<file path="config.mk">
export PLATFORM = sky130hd
export DESIGN_NAME = tri_code_encoder
export DESIGN_NICKNAME = d
export VERILOG_FILES = /design/src/rtl/tce_pkg.sv /design/src/rtl/tce_validator.sv /design/src/rtl/tce_level_timer.sv /design/src/rtl/tce_symbol_seq.sv /design/src/rtl/tri_code_encoder.sv
export SDC_FILE = /design/constraint.sdc
export NUM_CORES = 1
export LEC_CHECK = 0
export ABC_AREA = 1
export BUFFER_PORTS_ARGS = -buffer_cell sky130_fd_sc_hd__buf_4
export CAP_MARGIN = 20
export CORE_UTILIZATION = 55
export DETAILED_ROUTE_END_ITERATION = 6
export GPL_TIMING_DRIVEN = 0
export PLACE_DENSITY = 0.79
export SYNTH_ARGS = -nofsm -noshare
export SYNTH_HDL_FRONTEND = slang
export SYNTH_SLANG_ARGS = --single-unit
</file>
<file path="constraint.sdc">
create_clock -name clk_i -period 2.4 [get_ports clk_i]
set_input_delay 0.48 -clock clk_i [delete_from_list [all_inputs] [get_ports clk_i]]
set_output_delay 0.48 -clock clk_i [all_outputs]
set_load 0.1 [all_outputs]
</file>
<file path="src/rtl/tce_pkg.sv">
package tce_pkg;
  typedef logic [1:0] trit_t;
  localparam trit_t TRIT_ZERO  = 2'b00;
  localparam trit_t TRIT_ONE   = 2'b11;
  localparam trit_t TRIT_FLOAT = 2'b01;
  localparam trit_t TRIT_BAD   = 2'b10;
endpackage

</file>
<file path="src/rtl/tce_validator.sv">
module tce_validator
  import tce_pkg::*;
#(
  parameter int N_ADDR = 8,
  parameter int N_DATA = 4
) (
  input  logic [2*N_ADDR-1:0] addr_i,
  input  logic [2*N_DATA-1:0] data_i,
  output logic                bad_o
);
  logic [N_ADDR-1:0] addr_bad;
  logic [N_DATA-1:0] data_bad;

  for (genvar i = 0; i < N_ADDR; i++) begin : g_addr
    assign addr_bad[i] = (addr_i[2*i +: 2] == TRIT_BAD);
  end
  // data positions may not float
  for (genvar i = 0; i < N_DATA; i++) begin : g_data
    assign data_bad[i] = (data_i[2*i+1] != data_i[2*i]);
  end

  assign bad_o = (|addr_bad) | (|data_bad);
endmodule

</file>
<file path="src/rtl/tce_level_timer.sv">
module tce_level_timer #(
  parameter int CNT_W = 7
) (
  input  logic             clk_i,
  input  logic             rst_ni,
  input  logic             tick_i,
  input  logic             load_i,
  input  logic [CNT_W-1:0] load_val_i,
  output logic             done_o
);
  logic [CNT_W-1:0] cnt_q;

  assign done_o = tick_i && (cnt_q == '0);

  always_ff @(posedge clk_i or negedge rst_ni) begin
    if (!rst_ni)                     cnt_q <= '0;
    else if (load_i)                 cnt_q <= load_val_i;
    else if (tick_i && cnt_q != '0)  cnt_q <= cnt_q - 1'b1;
  end
endmodule

</file>
<file path="src/rtl/tce_symbol_seq.sv">
module tce_symbol_seq
  import tce_pkg::*;
#(
  parameter int N_ADDR     = 8,
  parameter int N_DATA     = 4,
  parameter int SHORT_T    = 4,
  parameter int LONG_T     = 12,
  parameter int SYNC_LOW_T = 124,
  parameter int REP_W      = 4,
  parameter int MIN_REP    = 4,
  parameter int CNT_W      = 7
) (
  input  logic                clk_i,
  input  logic                rst_ni,
  input  logic                accept_i,
  input  logic [2*N_ADDR-1:0] addr_i,
  input  logic [2*N_DATA-1:0] data_i,
  input  logic [REP_W-1:0]    repeat_i,
  input  logic                lvl_done_i,
  output logic                busy_o,
  output logic                tx_o,
  output logic                load_o,
  output logic [CNT_W-1:0]    load_val_o
);
  localparam int N_SYM = N_ADDR + N_DATA;
  localparam int SYM_W = $clog2(N_SYM + 1);
  localparam logic [SYM_W-1:0] SYNC_IDX = SYM_W'(N_SYM);

  logic             busy_q;
  logic [SYM_W-1:0] sym_q, nxt_sym;
  logic [1:0]       lvl_q, nxt_lvl;
  logic [REP_W-1:0] frames_q, n_frames;
  trit_t            codes_q [N_SYM];
  trit_t            nxt_code;
  logic             frame_end, nxt_bit;
  int               width;

  assign n_frames = (repeat_i < REP_W'(MIN_REP)) ? REP_W'(MIN_REP) : repeat_i;

  always_comb begin
    nxt_sym   = sym_q;
    nxt_lvl   = lvl_q + 2'd1;
    frame_end = 1'b0;
    if (accept_i) begin
      nxt_sym = '0;
      nxt_lvl = '0;
    end else if (sym_q == SYNC_IDX) begin
      if (lvl_q[0]) begin
        frame_end = 1'b1;
        nxt_sym   = '0;
        nxt_lvl   = '0;
      end
    end else if (lvl_q == 2'd3) begin
      nxt_sym = sym_q + 1'b1;
      nxt_lvl = '0;
    end
  end

  always_comb begin
    if (accept_i)                   nxt_code = trit_t'(addr_i[1:0]);
    else if (nxt_sym >= SYNC_IDX)   nxt_code = TRIT_ZERO;
    else                            nxt_code = codes_q[nxt_sym];
    // first pair keyed by code[1], second by code[0]
    nxt_bit = nxt_lvl[1] ? nxt_code[0] : nxt_code[1];
    if (!accept_i && nxt_sym == SYNC_IDX)
      width = nxt_lvl[0] ? SYNC_LOW_T : SHORT_T;
    else
      width = (nxt_bit == !nxt_lvl[0]) ? LONG_T : SHORT_T;
  end

  assign load_o     = accept_i || (busy_q && lvl_done_i);
  assign load_val_o = CNT_W'(width - 1);
  assign busy_o     = busy_q;
  assign tx_o       = busy_q && !lvl_q[0];

  always_ff @(posedge clk_i or negedge rst_ni) begin
    if (!rst_ni) begin
      busy_q   <= 1'b0;
      sym_q    <= '0;
      lvl_q    <= '0;
      frames_q <= '0;
    end else if (accept_i) begin
      busy_q   <= 1'b1;
      sym_q    <= nxt_sym;
      lvl_q    <= nxt_lvl;
      frames_q <= n_frames;
    end else if (busy_q && lvl_done_i) begin
      if (frame_end) begin
        if (frames_q == REP_W'(1)) busy_q <= 1'b0;
        frames_q <= frames_q - 1'b1;
      end
      sym_q <= nxt_sym;
      lvl_q <= nxt_lvl;
    end
  end

  for (genvar i = 0; i < N_SYM; i++) begin : g_cap
    always_ff @(posedge clk_i or negedge rst_ni) begin
      if (!rst_ni)        codes_q[i] <= TRIT_ZERO;
      else if (accept_i) begin
        if (i < N_ADDR)   codes_q[i] <= trit_t'(addr_i[2*i +: 2]);
        else              codes_q[i] <= trit_t'(data_i[2*(i-N_ADDR) +: 2]);
      end
    end
  end
endmodule

</file>
<file path="src/rtl/tri_code_encoder.sv">
module tri_code_encoder #(
  parameter int N_ADDR  = 8,
  parameter int N_DATA  = 4,
  parameter int SHORT_T = 4,
  parameter int LONG_T  = 12,
  parameter int SYNC_T  = 128,
  parameter int REP_W   = 4,
  parameter int MIN_REP = 4
) (
  input  logic                clk_i,
  input  logic                rst_ni,
  input  logic                tick_i,
  input  logic                start_i,
  input  logic [2*N_ADDR-1:0] addr_i,
  input  logic [2*N_DATA-1:0] data_i,
  input  logic [REP_W-1:0]    repeat_i,
  output logic                tx_o,
  output logic                busy_o,
  output logic                err_o
);
  localparam int SYNC_LOW_T = SYNC_T - SHORT_T;
  localparam int MAX_T      = (SYNC_LOW_T > LONG_T) ? SYNC_LOW_T : LONG_T;
  localparam int CNT_W      = $clog2(MAX_T) < 1 ? 1 : $clog2(MAX_T);

  logic             bad, accept, lvl_done, load, busy, err_q;
  logic [CNT_W-1:0] load_val;

  tce_validator #(.N_ADDR(N_ADDR), .N_DATA(N_DATA)) i_val (
    .addr_i(addr_i), .data_i(data_i), .bad_o(bad)
  );

  assign accept = start_i && !busy && !bad;

  tce_level_timer #(.CNT_W(CNT_W)) i_tmr (
    .clk_i(clk_i), .rst_ni(rst_ni), .tick_i(tick_i),
    .load_i(load), .load_val_i(load_val), .done_o(lvl_done)
  );

  tce_symbol_seq #(
    .N_ADDR(N_ADDR), .N_DATA(N_DATA), .SHORT_T(SHORT_T), .LONG_T(LONG_T),
    .SYNC_LOW_T(SYNC_LOW_T), .REP_W(REP_W), .MIN_REP(MIN_REP), .CNT_W(CNT_W)
  ) i_seq (
    .clk_i(clk_i), .rst_ni(rst_ni), .accept_i(accept),
    .addr_i(addr_i), .data_i(data_i), .repeat_i(repeat_i),
    .lvl_done_i(lvl_done), .busy_o(busy), .tx_o(tx_o),
    .load_o(load), .load_val_o(load_val)
  );

  always_ff @(posedge clk_i or negedge rst_ni) begin
    if (!rst_ni)                err_q <= 1'b0;
    else if (start_i && !busy)  err_q <= bad;
  end

  assign busy_o = busy;
  assign err_o  = err_q;
endmodule

</file>
Word level (Yosys, flattened, before mapping)

Cells that the tools add are included.
W data, S select, Z words.

Register bits after elaboration: 43
Output and inout bits: 3
Logic and storage cells: 102

$add $sub $neg: 5
Magnitude comparators: 3
Equal/unequal tests: 17
Muxes and demuxes: 34
Bitwise logic cells: 2
Reduce and logical (&&, ||, !) cells: 23

Operators with widths:

| kind                  | count |
|---|---|
| $mux W4               | 11 |
| $mux W7               | 4 |
| $mux W2               | 10 |
| $eq A2 B2 Y1 const B  | 9 |
| $bmux W2 S4           | 1 |
| $eq A4 B4 Y1 const B  | 2 |
| $mux W1               | 8 |
| $reduce_bool A2 Y1    | 4 |
| $reduce_or A8 Y1      | 1 |
| $logic_and A1 B1 Y1   | 7 |
| $logic_not A7 Y1      | 1 |
| $reduce_bool A7 Y1    | 1 |
| $sub A7 B1 Y7 const B | 1 |
| $sub A7 B2 Y7 const B | 1 |
| $ge A5 B5 Y1 const B  | 1 |
| $logic_not A1 Y1      | 5 |
| $not A4 Y5            | 1 |
| $add A4 B1 Y4 const B | 1 |
| $eq A4 B1 Y1 const B  | 1 |
| $ge A4 B4 Y1 const B  | 1 |
| $lt A4 B3 Y1 const B  | 1 |
| $ne A1 B1 Y1          | 4 |
| $reduce_or A4 Y1      | 1 |
| $sub A4 B1 Y4 const B | 1 |
| 6 further kinds       | 6 |

Logic depth before layout (Yosys ltp)

Gate-level depths: netlist of the first run.

Depth after elaboration: 18
Gate-level depth with buffers: 24

By module

A second synthesis of the first run with hierarchy kept.

Cell total of the unflattened synthesis: 391
Area, all modules: 2,795.2 µm²

By module, submodules not included:

| module           | instances | cells an instance | area an instance (µm²) |
|---|---|---|---|
| tce_symbol_seq   | 1         | 271               | 2,006.9 |
| tce_level_timer  | 1         | 74                | 575.6 |
| tce_validator    | 1         | 39                | 161.4 |
| tri_code_encoder | 1         | 7                 | 51.3 |

Worst setup path after synthesis of the first run

Ideal clock, no wire load.

Kind: register to output
Start: register i_seq.busy_q, in the netlist i_seq.busy_o
End: output port tx_o
Arrival time: 2,312 ps
Data required time: 1,920 ps
Slack: -392 ps
Cell stages (with the launch flop): 3
Path through: dfrtp_1 -> inv_2 -> nor2_1

Cells in the longest elaborated chain, start to end: 1

RTL lines:

| element                | RTL line               | RTL |
|---|---|---|
| from (decl)            | tce_symbol_seq.sv:29   | `logic busy_q;` |
| from (signal assigned) | tce_symbol_seq.sv:78   | `busy_q <= 1'b0;` |
| from (signal assigned) | tce_symbol_seq.sv:83   | `busy_q <= 1'b1;` |
| from (signal assigned) | tce_symbol_seq.sv:89   | `if (frames_q == REP_W'(1)) busy_q <= 1'b0;` |
| $logic_and A1 B1 Y1    | tce_symbol_seq.sv:74   | `assign tx_o = busy_q && !lvl_q[0];` |
| to (decl)              | tri_code_encoder.sv:17 | `output logic tx_o,` |

No other way between the ends.

Final worst setup path of the first run

Start: register i_seq.sym_q[0]
End: register i_tmr.cnt_q[3]

Cells in the longest elaborated chain, start to end: 16

RTL lines:

| element                                    | RTL line              | RTL |
|---|---|---|
| from (decl)                                | tce_symbol_seq.sv:30  | `logic [SYM_W-1:0] sym_q, nxt_sym;` |
| from (signal assigned)                     | tce_symbol_seq.sv:84  | `sym_q <= nxt_sym;` |
| from (signal assigned)                     | tce_symbol_seq.sv:92  | `sym_q <= nxt_sym;` |
| $add A4 B1 Y4                              | tce_symbol_seq.sv:54  | `nxt_sym = sym_q + 1'b1;` |
| $mux W4                                    | tce_symbol_seq.sv:53  | `end else if (lvl_q == 2'd3) begin` |
| $mux W4                                    | tce_symbol_seq.sv:47  | `end else if (sym_q == SYNC_IDX) begin` |
| $mux W4                                    | tce_symbol_seq.sv:44  | `if (accept_i) begin` |
| $not A4 Y5 (implied by the code)           | tce_symbol_seq.sv:62  | `else nxt_code = codes_q[nxt_sym];` |
| $bmux W2 S4                                | tce_symbol_seq.sv:62  |  |
| $mux W2 (implied by the code) (2 in a row) | tce_symbol_seq.sv:62  |  |
| $mux W2                                    | tce_symbol_seq.sv:61  | `else if (nxt_sym >= SYNC_IDX) nxt_code = TRIT_ZERO;` |
| $mux W2                                    | tce_symbol_seq.sv:60  | `if (accept_i) nxt_code = trit_t'(addr_i[1:0]);` |
| $mux W1                                    | tce_symbol_seq.sv:64  | `nxt_bit = nxt_lvl[1] ? nxt_code[0] : nxt_code[1];` |
| $eq A1 B1 Y1                               | tce_symbol_seq.sv:68  | `width = (nxt_bit == !nxt_lvl[0]) ? LONG_T : SHORT_T;` |
| $mux W4                                    | tce_symbol_seq.sv:68  |  |
| $mux W7 (*)                                | tce_symbol_seq.sv:65  | `if (!accept_i && nxt_sym == SYNC_IDX)` |
| $sub A7 B2 Y7 (*)                          | tce_symbol_seq.sv:72  | `assign load_val_o = CNT_W'(width - 1);` |
| $mux W7 (*)                                | tce_level_timer.sv:17 | `else if (load_i) cnt_q <= load_val_i;` |
| to (signal assigned)                       | tce_level_timer.sv:17 |  |
| to (signal assigned)                       | tce_level_timer.sv:18 | `else if (tick_i && cnt_q != '0) cnt_q <= cnt_q - 1'b1;` |
| to (decl)                                  | tce_level_timer.sv:11 | `logic [CNT_W-1:0] cnt_q;` |

Mark *: on every way between the ends. The rest lies on a longest branch, timed or not. The select of a mux whose other input is x is not followed.
A chain may end at the register's enable or synchronous reset.

==> impl_metrics.ini, run 1 <==
[timing]
period_needed_ns = 2.37
rsz0062_at_grt = true
post-route-period-util = 0.987
skew_ns = 0.00829
layout_setup_ws_ns = 0.0321
finalSetupViolations = 0
tightest_slew_ns = 0.534
finalMaxSlewViolations = 0
hold_viol = 0
fmax_mhz = 422
max_slew_margin = 0.644

[synth]
synth-seq-area-share = 0.401
synth_cell_type_count = 37
synth_edf_count = 0
async_flop_share = 1.00
syn-cell-area_um2 = 2680
syn_inst = 377
synth_seq_cells = 43
syn_nets = 416
ys_warn_count = 0
ys.flop_type = dfrtp_1
postSynthAreaPerCell_um2 = 7.11

[worst_setup_path]
crit_path_cell_trace = inv_2 -> ha_4 -> nand2_4 -> nor2_4 -> inv_2 -> o21ai_2 -> nand2_2 -> inv_2 -> nand2_4 -> buf_8 -> nand2_2 -> nand3_2 -> nand3_2 -> nand2_2 -> nand2_1 -> nand2_1 -> inv_1 -> nand2_1 -> nand2_1 -> nand2_1 -> nand2_1 -> nand2_1 -> nand2_1 -> nand2_1
worstSetupPathType = reg2reg
crit_top_cell = nand2_1
cp_slowest_cell = dfrtp_1
crit_path_start_kind = flip-flop
cp_max_fo = 5
worstPathArrival_ns = 2.56
max_stage_delay_ns = 0.39
end_kind = flip-flop
worstPathRequired_ns = 2.59

[finish]
fin_area_um2 = 3340
num-fill-cells = 399
nNetsFinal = 472
final_common_cell = nor2_1
final-seq-area_um2 = 1080
area_delta_synth_final_pct = 24.4
multi_input_area_um2 = 1400
drive_above_1_share = 0.229
layout_common_cells = nor2_1, nand2_1, inv_1
antenna_cells = 0

[clocking]
cts_buffers = 5
htree_levels = 2
clk_latency_ns = 0.29
cts.sinks = 43
cts_hold_buffers = 0
clk_path_buf_depth = 2
path_clk_slew_ns = 0.08
root_buffer = clkbuf_8
tritoncts = done

[grt]
grt_pass1_wl_mm = 10.7
grt-ovfl-total = 0
grt_util_all_layers = 0.266
antenna_found_initial = 0
grt_pass1_vias = 2420
grt_start_max_net_pins = 44

[place]
dp_hpwl_mm = 4.66
io_buffers = 34
pre_cts_slack_ns = -0.0780
place_area_um2 = 3010
finalWeightedCongestion = 0.812

[floorplan]
num_rows = 25
die_x_um = 71.8
dieArea_um2 = 5160
core_area_um2 = 4690
die_h_um = 71.8
start_util = 0.571
io_pins = 35

[routing]
drt.antenna.violating_nets = 0
drt-initial-drc-count = 219
wl_per_cell_um = 13.6
num_vias = 2623
wl_mm = 6.64
first_pass_iters = 5
vias_per_cell = 5.39
drt_drc_violations_left = 0

[hold_path]
hold_class = in2async

[status]
status = complete, no violations

[power]
power_density_nw_per_um2 = 753
ir_drop_mv = 0.324
p_leak_nw = 1.76

[flow_run]
drv_cap = 0
[flip-flops by register name (all words and copies together), names as in the netlist]
signal / flops
i_seq.codes_q: 24
i_tmr.cnt_q: 7
i_seq.frames_q: 4
i_seq.sym_q: 4
i_seq.lvl_q: 2
err_o: 1
i_seq.busy_o: 1
[cells in the mapped netlist, types with 2 or more instances]
cell      count  share of area
or2_2         2         0.0047
inv_1        59          0.083
o21ai_0      15          0.028
nand2_4       2         0.0084
inv_2         6         0.0084
o21ai_1       3         0.0056
buf_1         4         0.0056
nor2_4        2         0.0084
dfrtp_1      43           0.40
a21oi_1      27          0.050
nand3_1      31          0.058
o2111a_1      2         0.0084
nor3_1        3         0.0056
nor3_2        3          0.011
xnor2_1       2         0.0065
buf_4         2         0.0056
xor2_1        4          0.013
nand2_2       4         0.0093
o22ai_1       3         0.0070
nand4_1       2         0.0047
nand2_1      66          0.092
nor2_1       69          0.097
ha_1          7          0.033
a31oi_1       3         0.0070
[per-stage QoR]
| step | cells | hold slack, ns | power [mW] | setup TNS (ns) | util |
|---|---|---|---|---|---|
| floorplan | 377 | 0.184 | 1.57 | 0 | - |
| global placement | 465 | 0.475 | 1.76 | -0.00297 | 0.641 |
| detailed placement | 465 | 0.476 | 1.79 | -0.0972 | 0.641 |
| CTS | 474 | 0.188 | 2.37 | 0 | 0.670 |
| global route | 487 | 0.213 | 2.67 | -0.175 | 0.711 |
| finish | 487 | 0.151 | 2.51 | 0 | 0.711 |
[cell families after synthesis]
group / count (synthesis) / share of synthesized area
and+or+nand+nor: 189 / 0.314
buffers and inverters: 73 / 0.108
AOI/OAI and AO/OA: 59 / 0.124
DFF: 43 / 0.401
adders and majority gates: 7 / 0.0327
xor gates and xnor gates: 6 / 0.0196
[path summary, 6_finish.rpt]
path                                                     from                            end  slack, ns  cells after the start
min in group clk_i                                  addr_i[9]  i_seq.codes_q[15]$_DFFE_PN0N_       0.43                      3
worst min-delay path                                   rst_ni     i_tmr.cnt_q[1]$_DFFE_PN0P_       0.15                      1
worst min register to register  i_seq.frames_q[1]$_DFFE_PN0P_  i_seq.frames_q[1]$_DFFE_PN0P_       0.50                      2
worst max register to register     i_seq.sym_q[0]$_DFFE_PN0P_     i_tmr.cnt_q[3]$_DFFE_PN0P_       0.03                     24
worst max-delay path               i_seq.sym_q[0]$_DFFE_PN0P_     i_tmr.cnt_q[3]$_DFFE_PN0P_       0.03                     24
max in group asynchronous                              rst_ni     i_seq.lvl_q[0]$_DFFE_PN0P_       1.86                      1
[worst max-delay path, delay by kind of cell (launching register included)]
family          cells  cell delay, ns
simple gates       17            1.20
buf+inv             5            0.47
flops               1            0.39
fa+ha+maj           1            0.14
compound gates      1            0.06
[cell type report]
| type | instances | share of cell area |
|---|---|---|
| buffer | 8 | 0.0161 |
| clock inverter | 1 | 0.00900 |
| sequential | 43 | 0.323 |
| inverter | 65 | 0.0739 |
| clock buffer | 6 | 0.0218 |
| tap | 54 | 0.0203 |
| multi-input combinational | 261 | 0.420 |
| timing repair buffer | 49 | 0.116 |
[where the power goes]
group | internal [mW] | leakage (nW) | switching (mW)
Sequential | 0.863 | 0.474 | 0.0965
Combinational | 0.411 | 1.24 | 0.598
Clock | 0.305 | 0.0513 | 0.239
[metal layers]
| metal | share of wire | wire length [um] | global-route usage |
|---|---|---|---|
| met1 | 0.43 | 2870 | 0.353 |
| met2 | 0.49 | 3250 | 0.442 |
| met3 | 0.051 | 341 | 0.0323 |
| met4 | 0.026 | 175 | 0.109 |
| met5 | 0 | 0 | 0 |
[what timing repair did]
item / 4_1_cts / 5_1_grt
resized for setup: 7 / 22
pin swaps: 1 / 16
buffers inserted: 2 / 11
cloned: 0 / 2
endpoints found under the setup margin: 3 / 8
Note: power is estimated with default switching activity, not from simulation.
==> run 2: changes to the inputs <==
- CORE_MARGIN: default -> 4
- CORE_UTILIZATION: 55 -> 46
- PLACE_DENSITY: 0.79 -> 0.69
==> run 2 against run 1 <==
Fmax grew 0.37%; clock power shrank 18%; first-iteration DRC count shrank 30%; non-clock buffer count shrank 5; sequential cell count is the same; clock skew shrank 0.0016 ns; global-route usage shrank 8.0 points; cell area shrank 2.3%; count of clock-buffer cells in the layout shrank 1; combinational power shrank 9%; highest routed layer unchanged.
==> impl_metrics.ini, run 2 (synthesis gave the netlist of run 1 again) <==
[worst_setup_path]
worstPathArrival_ns = 2.55
cp_max_fo = 7
end_kind = flip-flop
r2r-start = i_seq.sym_q[0]$_DFFE_PN0P_
r2r_slack_ns = 0.04
worstSetupPathType = reg2reg
reg2regPathDepth = 23
crit_path_start_kind = flip-flop
r2r-end = i_tmr.cnt_q[3]$_DFFE_PN0P_
worstPathRequired_ns = 2.59

[place]
dp_hpwl_mm = 4.73
finalWeightedCongestion = 0.885
io_buffers = 34
placed_cells = 483
place_area_um2 = 3030
pre_cts_slack_ns = -0.0775

[finish]
area_delta_synth_final_pct = 21.6
antenna_cells = 0
layout_common_cells = nand2_1, nor2_1, inv_1
drive_above_1_share = 0.207
top_register = i_seq.codes_q
nNetsFinal = 467
largest_register_ffs = 24
fin_cells = 501
fin_area_um2 = 3260
reg_top3 = i_seq.codes_q (24), i_tmr.cnt_q (7)

[routing]
wl_mm = 6.30
drt_drc_violations_left = 0
first_pass_iters = 4
num_vias = 2519
drt.antenna.violating_nets = 0
drt-initial-drc-count = 153
vias_per_cell = 5.03
wl_per_cell_um = 12.6

[clocking]
cts_hold_buffers = 0
htree_levels = 2
clk_latency_ns = 0.29
root_buffer = clkbuf_8
tritoncts = done
path_clk_slew_ns = 0.08
cts.sinks = 43
cts_buffers = 5
clk_path_buf_depth = 2

[floorplan]
dieArea_um2 = 7110
io_pins = 35
start_util = 0.481
die_x_um = 84.3
num_rows = 27
core_area_um2 = 5570
die_h_um = 84.3

[grt]
grt_pass1_wl_mm = 11.0
grt_pass1_vias = 2452
grt_start_max_net_pins = 44
antenna_found_initial = 0
grt-ovfl-total = 0
grt_util_all_layers = 0.185

[timing]
layout_setup_ws_ns = 0.0407
hold_viol = 0
post-route-period-util = 0.983
period_needed_ns = 2.36
max_slew_margin = 0.641
tightest_slew_ns = 0.539
finalSetupViolations = 0
finalMaxSlewViolations = 0
fmax_mhz = 424
setup_tns_ns = 0
rsz0062_at_grt = true
skew_ns = 0.00673

[hold_path]
hold_class = in2async

[flow_run]
drv_cap = 0

[power]
p_leak_nw = 1.73
power_density_nw_per_um2 = 712
ir_drop_mv = 0.343

[status]
status = complete, no violations
==> run 2: changes by cell type in the layout (fill, tap and decap cells not counted), moves of 2 or more <==
cell / delta
o21ai_1: -2
nand3_2: -3
nand2_1: +2
nand3_1: +3
o21ai_0: +2
buf_4: -5
clkinv_2: +3
==> run 2: through the flow <==
stage | utilization | hold WS [ns] | power [mW]
floorplan | - | 0.184 | 1.57
global placement | 0.543 | 0.473 | 1.77
detailed placement | 0.543 | 0.489 | 1.79
CTS | 0.560 | 0.180 | 2.24
global route | 0.585 | 0.198 | 2.50
finish | 0.585 | 0.163 | 2.32
==> run 2: worst max path at each step <==
stage	startpoint	endpoint	slack [ns]
2_1_floorplan	i_seq.busy_o$_DFFE_PN0P_	i_tmr.cnt_q[3]$_DFFE_PN0P_	0.006
4_1_cts	i_seq.sym_q[1]$_DFFE_PN0P_	i_tmr.cnt_q[3]$_DFFE_PN0P_	0.00008
5_1_grt	i_seq.sym_q[1]$_DFFE_PN0P_	i_tmr.cnt_q[3]$_DFFE_PN0P_	-0.15
6_report	i_seq.sym_q[0]$_DFFE_PN0P_	i_tmr.cnt_q[3]$_DFFE_PN0P_	0.04
3_5_place_dp	data_i[1]	i_seq.busy_o$_DFFE_PN0P_	-0.08
3_3_place_gp	i_seq.sym_q[1]$_DFFE_PN0P_	i_tmr.cnt_q[3]$_DFFE_PN0P_	-0.05
==> run 2: repair_timing <==
action / CTS / global route
setup buffers: 0 / 9
cloned: 0 / 1
setup endpoints to repair: 2 / 7
gates resized for setup: 2 / 14
pin swaps: 0 / 5
==> run 2: area by class of cell <==
cell class	count	area, um2
well taps	72	90.1
clock buffers	5	68.8
plain buffers	8	53.8
fillers	530	2310
inverters	65	244
clock inverters	3	15.0
flip-flops and latches	43	1080
multi-input cells	261	1370
repair buffers	44	348
==> run 2: power by group <==
| part | total, mW | switching (mW) | internal [mW] |
|---|---|---|---|
| Combinational | 0.919 | 0.543 | 0.376 |
| Clock | 0.449 | 0.250 | 0.199 |
| Sequential | 0.955 | 0.0927 | 0.862 |
==> run 2: routing by layer <==
metal | vias up | share of wire | global-route usage
met5 | - | 0 | 0
met4 | 0 | 0.014 | 0.0604
met3 | 8 | 0.040 | 0.0265
met2 | 56 | 0.47 | 0.303
met1 | 1164 | 0.47 | 0.253
li1 | 1291 | - | -
==> run 2: worst max-delay path: stages, from the launching register on <==
cell	delay, ns
dfrtp_1	0.41
inv_2	0.10
ha_4	0.15
nand2_4	0.05
nor2_4	0.16
inv_2	0.07
nand2_1	0.08
nand2_2	0.10
inv_2	0.14
nand2_2	0.13
nor2_1	0.12
nand2_1	0.05
nand3_1	0.08
nand2_1	0.07
nand2_1	0.06
nand2_1	0.05
inv_1	0.05
nand2_1	0.05
nand2_1	0.08
nand2_1	0.06
nand2_1	0.06
nand2_1	0.05
nand2_1	0.05
nand2_1	0.04
